### src/rtl/adc_rd_pkg.sv
`timescale 1ns/1ps
package adc_rd_pkg;
   typedef enum logic [1:0] {
      ST_IDLE = 2'd0,
      ST_WAIT = 2'd1,
      ST_HIGH = 2'd2,
      ST_LOW  = 2'd3
   } rd_state_t;
endpackage

### src/rtl/adc_rd_tick.sv
`timescale 1ns/1ps
module adc_rd_tick #(
   parameter int HALF_W = 8
) (
   input  logic              clk,
   input  logic              rst_n,
   input  logic              en,
   input  logic [HALF_W-1:0] half_per,
   output logic              tick
);
   logic [HALF_W-1:0] cnt;
   logic [HALF_W-1:0] h_eff;

   assign h_eff = (half_per == '0) ? HALF_W'(1) : half_per;
   assign tick  = en && (cnt == h_eff - HALF_W'(1));

   always_ff @(posedge clk or negedge rst_n) begin
      if (!rst_n)            cnt <= '0;
      else if (!en || tick)  cnt <= '0;
      else                   cnt <= cnt + HALF_W'(1);
   end

   // with a half-period above one, ticks never come back to back
   p_tick_gap_r4: assert property (@(posedge clk) disable iff (!rst_n)
      (tick && h_eff != HALF_W'(1)) |=> !tick);
endmodule

### src/rtl/adc_rd_decode.sv
`timescale 1ns/1ps
module adc_rd_decode #(
   parameter int WORD_W = 32,
   parameter int DATA_W = 24,
   parameter int SUB_W  = 5
) (
   input  logic [WORD_W-1:0] word,
   output logic              ok,
   output logic              sign,
   output logic [DATA_W-1:0] data,
   output logic [SUB_W-1:0]  sub
);
   localparam int SIGN_POS = SUB_W + DATA_W;

   initial begin
      if (3 + DATA_W + SUB_W != WORD_W)
         $error("adc_rd_decode: field widths do not fill the word");
   end

   assign ok   = !word[WORD_W-1] && !word[WORD_W-2];
   assign sign = word[SIGN_POS];
   assign data = word[SIGN_POS-1:SUB_W];
   assign sub  = word[SUB_W-1:0];
endmodule

### src/rtl/adc_rd_abort.sv
`timescale 1ns/1ps
module adc_rd_abort #(
   parameter int WORD_W    = 32,
   parameter int CNT_W     = 6,
   parameter int MIN_BITS  = 5,
   parameter bit HAS_ABORT = 1'b1
) (
   input  logic             abort_en,
   input  logic [CNT_W-1:0] abort_bits,
   input  logic [CNT_W-1:0] fall_nx,
   output logic             hit
);
   generate
      if (HAS_ABORT) begin : g_abort
         logic [CNT_W-1:0] lim;
         assign lim = (abort_bits < CNT_W'(MIN_BITS)) ? CNT_W'(MIN_BITS) : abort_bits;
         assign hit = abort_en && (lim < CNT_W'(WORD_W)) && (fall_nx == lim);
      end else begin : g_none
         assign hit = 1'b0;
      end
   endgenerate
endmodule

### src/rtl/adc_rd_ctrl.sv
`timescale 1ns/1ps
module adc_rd_ctrl
   import adc_rd_pkg::*;
#(
   parameter int WORD_W    = 32,
   parameter int CODE_W    = 5,
   parameter int DATA_W    = 24,
   parameter int SUB_W     = 5,
   parameter int HALF_W    = 8,
   parameter bit HAS_ABORT = 1'b1,
   localparam int CNT_W    = $clog2(WORD_W + 1)
) (
   input  logic              clk,
   input  logic              rst_n,
   input  logic              start,
   input  logic [HALF_W-1:0] half_per,
   input  logic [CODE_W-1:0] speed_code,
   input  logic              abort_en,
   input  logic [CNT_W-1:0]  abort_bits,
   output logic              cs_n,
   output logic              sck,
   output logic              sdi,
   input  logic              sdo,
   output logic              busy,
   output logic              valid,
   output logic              frame_err,
   output logic              aborted,
   output logic              sign,
   output logic [DATA_W-1:0] data,
   output logic [SUB_W-1:0]  sub
);
   initial begin
      if (CODE_W < 1 || CODE_W >= WORD_W)
         $error("adc_rd_ctrl: speed code must be shorter than the word");
      if (HALF_W < 1)
         $error("adc_rd_ctrl: half-period width must be positive");
   end

   rd_state_t          state;
   logic [WORD_W-1:0]  sh;
   logic [CNT_W-1:0]   fcnt;
   logic [CNT_W-1:0]   fcnt_nx;
   logic [CODE_W-1:0]  code_sh;
   logic               abort_en_q;
   logic [CNT_W-1:0]   abort_bits_q;
   logic               tick;
   logic               dec_ok;
   logic               dec_sign;
   logic [DATA_W-1:0]  dec_data;
   logic [SUB_W-1:0]   dec_sub;
   logic               abort_hit;

   assign fcnt_nx = fcnt + CNT_W'(1);
   assign sdi     = code_sh[CODE_W-1];

   adc_rd_tick #(.HALF_W(HALF_W)) u_tick (
      .clk(clk), .rst_n(rst_n), .en(state != ST_IDLE),
      .half_per(half_per), .tick(tick));

   adc_rd_decode #(.WORD_W(WORD_W), .DATA_W(DATA_W), .SUB_W(SUB_W)) u_dec (
      .word(sh), .ok(dec_ok), .sign(dec_sign), .data(dec_data), .sub(dec_sub));

   adc_rd_abort #(.WORD_W(WORD_W), .CNT_W(CNT_W), .MIN_BITS(CODE_W),
                  .HAS_ABORT(HAS_ABORT)) u_abort (
      .abort_en(abort_en_q), .abort_bits(abort_bits_q),
      .fall_nx(fcnt_nx), .hit(abort_hit));

   always_ff @(posedge clk or negedge rst_n) begin
      if (!rst_n) begin
         state        <= ST_IDLE;
         cs_n         <= 1'b1;
         sck          <= 1'b0;
         busy         <= 1'b0;
         valid        <= 1'b0;
         frame_err    <= 1'b0;
         aborted      <= 1'b0;
         sh           <= '0;
         fcnt         <= '0;
         code_sh      <= '0;
         abort_en_q   <= 1'b0;
         abort_bits_q <= '0;
         sign         <= 1'b0;
         data         <= '0;
         sub          <= '0;
      end else begin
         valid     <= 1'b0;
         frame_err <= 1'b0;
         aborted   <= 1'b0;
         unique case (state)
            ST_IDLE: begin
               if (start) begin
                  state        <= ST_WAIT;
                  cs_n         <= 1'b0;
                  busy         <= 1'b1;
                  fcnt         <= '0;
                  code_sh      <= speed_code;
                  abort_en_q   <= abort_en;
                  abort_bits_q <= abort_bits;
               end
            end
            ST_WAIT: begin
               if (tick && !sdo) begin
                  sck   <= 1'b1;
                  sh    <= {sh[WORD_W-2:0], sdo};
                  state <= ST_HIGH;
               end
            end
            ST_HIGH: begin
               if (tick) begin
                  sck     <= 1'b0;
                  fcnt    <= fcnt_nx;
                  code_sh <= {code_sh[CODE_W-2:0], 1'b0};
                  if (fcnt_nx == CNT_W'(WORD_W)) begin
                     state <= ST_IDLE;
                     cs_n  <= 1'b1;
                     busy  <= 1'b0;
                     if (dec_ok) begin
                        valid <= 1'b1;
                        sign  <= dec_sign;
                        data  <= dec_data;
                        sub   <= dec_sub;
                     end else begin
                        frame_err <= 1'b1;
                     end
                  end else if (abort_hit) begin
                     state   <= ST_IDLE;
                     cs_n    <= 1'b1;
                     busy    <= 1'b0;
                     aborted <= 1'b1;
                  end else begin
                     state <= ST_LOW;
                  end
               end
            end
            ST_LOW: begin
               if (tick) begin
                  sck   <= 1'b1;
                  sh    <= {sh[WORD_W-2:0], sdo};
                  state <= ST_HIGH;
               end
            end
            default: state <= ST_IDLE;
         endcase
      end
   end

   // serial clock held low whenever the device is deselected
   p_sck_idle_r4: assert property (@(posedge clk) disable iff (!rst_n)
      cs_n |-> !sck);
   // chip select only active inside a busy window
   p_cs_busy_r2: assert property (@(posedge clk) disable iff (!rst_n)
      !cs_n |-> busy);
   // SDI never moves during a high SCK phase
   p_sdi_hold_r5: assert property (@(posedge clk) disable iff (!rst_n)
      (sck && $past(sck)) |-> $stable(sdi));
   // no clock edge while the converter reports a conversion running
   p_poll_r3: assert property (@(posedge clk) disable iff (!rst_n)
      (state == ST_WAIT && sdo) |=> !sck);
   // result strobe arrives with the link released
   p_valid_idle_r7: assert property (@(posedge clk) disable iff (!rst_n)
      valid |-> (!busy && cs_n && !sck));
   // good and bad word strobes are exclusive
   p_excl_r8: assert property (@(posedge clk) disable iff (!rst_n)
      !(valid && frame_err));
   // early termination never before the code has been clocked in
   p_abort_floor_r9: assert property (@(posedge clk) disable iff (!rst_n)
      aborted |-> (fcnt >= CNT_W'(CODE_W) && fcnt < CNT_W'(WORD_W)));
endmodule

### config.mk
export PLATFORM = sky130hd
export DESIGN_NAME = adc_rd_ctrl
export DESIGN_NICKNAME = d
export VERILOG_FILES = /design/src/rtl/adc_rd_pkg.sv /design/src/rtl/adc_rd_tick.sv /design/src/rtl/adc_rd_decode.sv /design/src/rtl/adc_rd_abort.sv /design/src/rtl/adc_rd_ctrl.sv
export SDC_FILE = /design/constraint.sdc
export NUM_CORES = 1
export LEC_CHECK = 0
export CAP_MARGIN = 30
export CORE_UTILIZATION = 40
export CTS_CLUSTER_DIAMETER = 120
export DETAILED_ROUTE_END_ITERATION = 10
export DONT_BUFFER_PORTS = 1
export GPL_ROUTABILITY_DRIVEN = 1
export SLEW_MARGIN = 10
export SYNTH_ARGS = -nofsm -noshare
export SYNTH_HDL_FRONTEND = slang
export SYNTH_SLANG_ARGS = --single-unit
### constraint.sdc
create_clock -name clk -period 3.7 [get_ports clk]
set_clock_uncertainty 0.1 [all_clocks]
set_input_delay 0.37 -clock clk [delete_from_list [all_inputs] [get_ports clk]]
set_output_delay 0.37 -clock clk [all_outputs]
set_load 0.02 [all_outputs]
==> flow_summary.json <==
{
  "yosysWarnings": 0,
  "synth_cells": 335,
  "postSynthNetCount": 362,
  "cts_made_buffers": 9,
  "maxSlewViolCount": 0,
  "grt_overflow": 0,
  "fmax_mhz": 363,
  "grtUsageMet1_pct": 19.8,
  "met3_usage_pct": 3.49,
  "area_growth_pct": 8.54,
  "fp.dieW_um": 106,
  "antenna_found_initial": 0,
  "start_util_pct": 41.5,
  "postRouteAntennaNets": 0,
  "cts_tree": "done",
  "synth_common_cells": "dfrtp_1 (95), mux2_2 (41), mux2_1 (27), nor2_1 (14), xnor2_1 (14)",
  "gp_congestion": 0.796,
  "seq_area_frac_synth_pct": 55.6,
  "antenna-diode-count": 0,
  "place_hpwl_mm": 5.07,
  "busiest_layer": "met2",
  "die_h_um": 106,
  "clockBufferDepth": 2,
  "synth_ff_type": "dfrtp_1",
  "power_uw": 2420,
  "viasPerCell": 5.39,
  "layout_min_cycle_time_ps": 2750,
  "tightest_slew_ps": 656,
  "hold_path_end": "abort_bits_q[0]",
  "syn_area_per_cell_um2": 12.9,
  "critical_path_required_ps": 3800,
  "routed_wl_mm": 7.71,
  "status": "finished, final reports clean",
  "yosys.area.top_type": "dfrtp_1",
  "min_from": "abort_bits[0]",
  "start_kind": "flip-flop",
  "post_cts_buffers": 0,
  "syn_area_um2": 4320,
  "post-route-util_pct": 45.0,
  "slew_headroom_pct": 56.3,
  "cp.arrival_ps": 2860,
  "setup_viol": 0,
  "rsz0062_at_grt": "no",
  "period_share_pct": 74.5,
  "grt_pass1_vias": 2679,
  "layout-drive-gt1-share_pct": 24.0,
  "vias": 2570,
  "cp_max_fo": 11,
  "r2r_setup_slack_ps": 950,
  "synth_edf_count": 0,
  "clk_latency_ps": 360,
  "htreeDepth": 3,
  "rr_worst_depth": 7,
  "synth_cell_type_count": 54,
  "port_buffers": 0,
  "ios": 61,
  "crit_type": "flip-flop to flip-flop",
  "met2_usage_pct": 22.7,
  "yosysMostFrequentCell": "dfrtp_1",
  "cp-end-kind": "flip-flop",
  "holdCritPathClass": "primary input to flip-flop",
  "synth.top_cell.area_share_pct": 55.0,
  "p_leak_uw": 0.00216,
  "cts.sinks": 96,
  "die-area_um2": 11200,
  "worstHoldPathCells": 1,
  "synth.area.top_cells": "dfrtp_1 (55%), mux2_2 (11%), mux2_1 (7.0%)",
  "nets": 363,
  "r2r-start": "fcnt[0]",
  "core_um2": 10400,
  "hold_viol_final": 0,
  "power_density_nw_per_um2": 515,
  "dr.pass1.iters": 4,
  "row_count": 37,
  "cts-root-buf": "clkbuf_8",
  "worstReg2RegEnd": "busy",
  "route.detailed.drc": 0,
  "routedWlPerCell_um": 16.2,
  "postSynth.asyncResetShare_pct": 100,
  "grtUsageTotal_pct": 14.9,
  "vdd_ir_drop_max_mv": 0.174,
  "setup_tns_ps": 0,
  "ys_ff_latch": 96,
  "grt_start_max_net_pins": 97,
  "first_iter_violations": 102,
  "drv_cap": 0,
  "clk_pin_slew_ps": 90,
  "grt_pass1_wl_mm": 13.2
}
-- registers in the layout, indices dropped and copies added (netlist names) --
signal        count
valid             1
sub               5
cs_n              1
fcnt              6
sck               1
frame_err         1
aborted           1
busy              1
data             24
abort_bits_q      6
u_tick.cnt        8
state             2
sign              1
sh               32
code_sh           5
abort_en_q        1
-- through the flow --
step / setup slack, ps / area, um2 / cells / hold WS (ps)
after CTS: 935 / 4690 / 477 / 30.7
after floorplan: 684 / 4320 / 335 / -25.6
after global routing: 673 / 4690 / 477 / 30.0
final: 945 / 4690 / 477 / 56.8
after global placement: 597 / 4450 / 459 / -22.5
after detailed placement: 537 / 4450 / 459 / -22.7
-- layout by cell type, fill, tap and decap left out, types with 3 or more instances in the layout --
master	count
a31o_2	4
nand3_1	10
clkbuf_8	10
xnor2_1	14
inv_1	8
nor2_1	14
o221a_2	4
nor3_1	10
nor4_1	4
o22ai_1	3
ha_1	3
nand2_1	7
xor2_1	8
or3_1	5
and3_1	4
mux2_2	41
dfrtp_1	95
a211oi_1	4
nand4_1	5
or2_2	7
mux2_1	27
nand2b_1	5
-- final cells by class --
type	count	area (um2)
clock inverter	5	63.8
inverter	8	30.0
multi-input combinational	216	1810
sequential	96	2400
tap	136	170
clock buffer	11	141
fill	964	5730
timing repair buffer	5	72.6
-- cells by family after synthesis --
| group | Yosys count | share of synthesized area [%] |
|---|---|---|
| xor gates and xnor gates | 22 | 4.46 |
| adders and majority gates | 3 | 0.869 |
| AOI/OAI and AO/OA | 40 | 7.82 |
| DFF | 96 | 55.6 |
| buffers and inverters | 23 | 2.63 |
| and+or+nand+nor | 81 | 10.4 |
| muxes | 70 | 18.2 |
-- power breakdown --
| group | switching (uW) | leakage, uW | total [uW] | internal [uW] |
|---|---|---|---|---|
| Clock | 369 | 0.000100 | 705 | 336 |
| Combinational | 225 | 0.000770 | 426 | 201 |
| Sequential | 138 | 0.00129 | 1290 | 1150 |
-- critical path: stages, from the launching register on --
cell	delay (ps)
dfrtp_1	570
ha_1	400
xnor2_1	130
a221o_1	300
nor4b_1	410
a31oi_1	210
nor4_1	350
o21ai_0	130
-- how the worst max path moves through the flow --
stage                          end   startpoint  slack (ps)
final                         busy      fcnt[0]         950
after global routing          busy      fcnt[0]         670
after CTS                 data[12]  half_per[5]         940
after detailed placement  data[12]  half_per[5]         540
after global placement      sh[14]  half_per[5]         600
after floorplan             sh[12]  half_per[5]         680
-- what timing repair did --
action	4_1_cts	5_1_grt
hold endpoints to repair	96	0
gates resized for setup	0	0
hold buffers	2	0
-- metal layers --
metal | up-vias | wire (um) | part of all wire, %
met5 | - | 0 | 0
met4 | 0 | 143 | 1.9
met3 | 11 | 321 | 4.2
met2 | 46 | 3660 | 48
met1 | 1295 | 3580 | 46
li1 | 1218 | - | -
No activity file was read; power rests on OpenSTA's default activity.
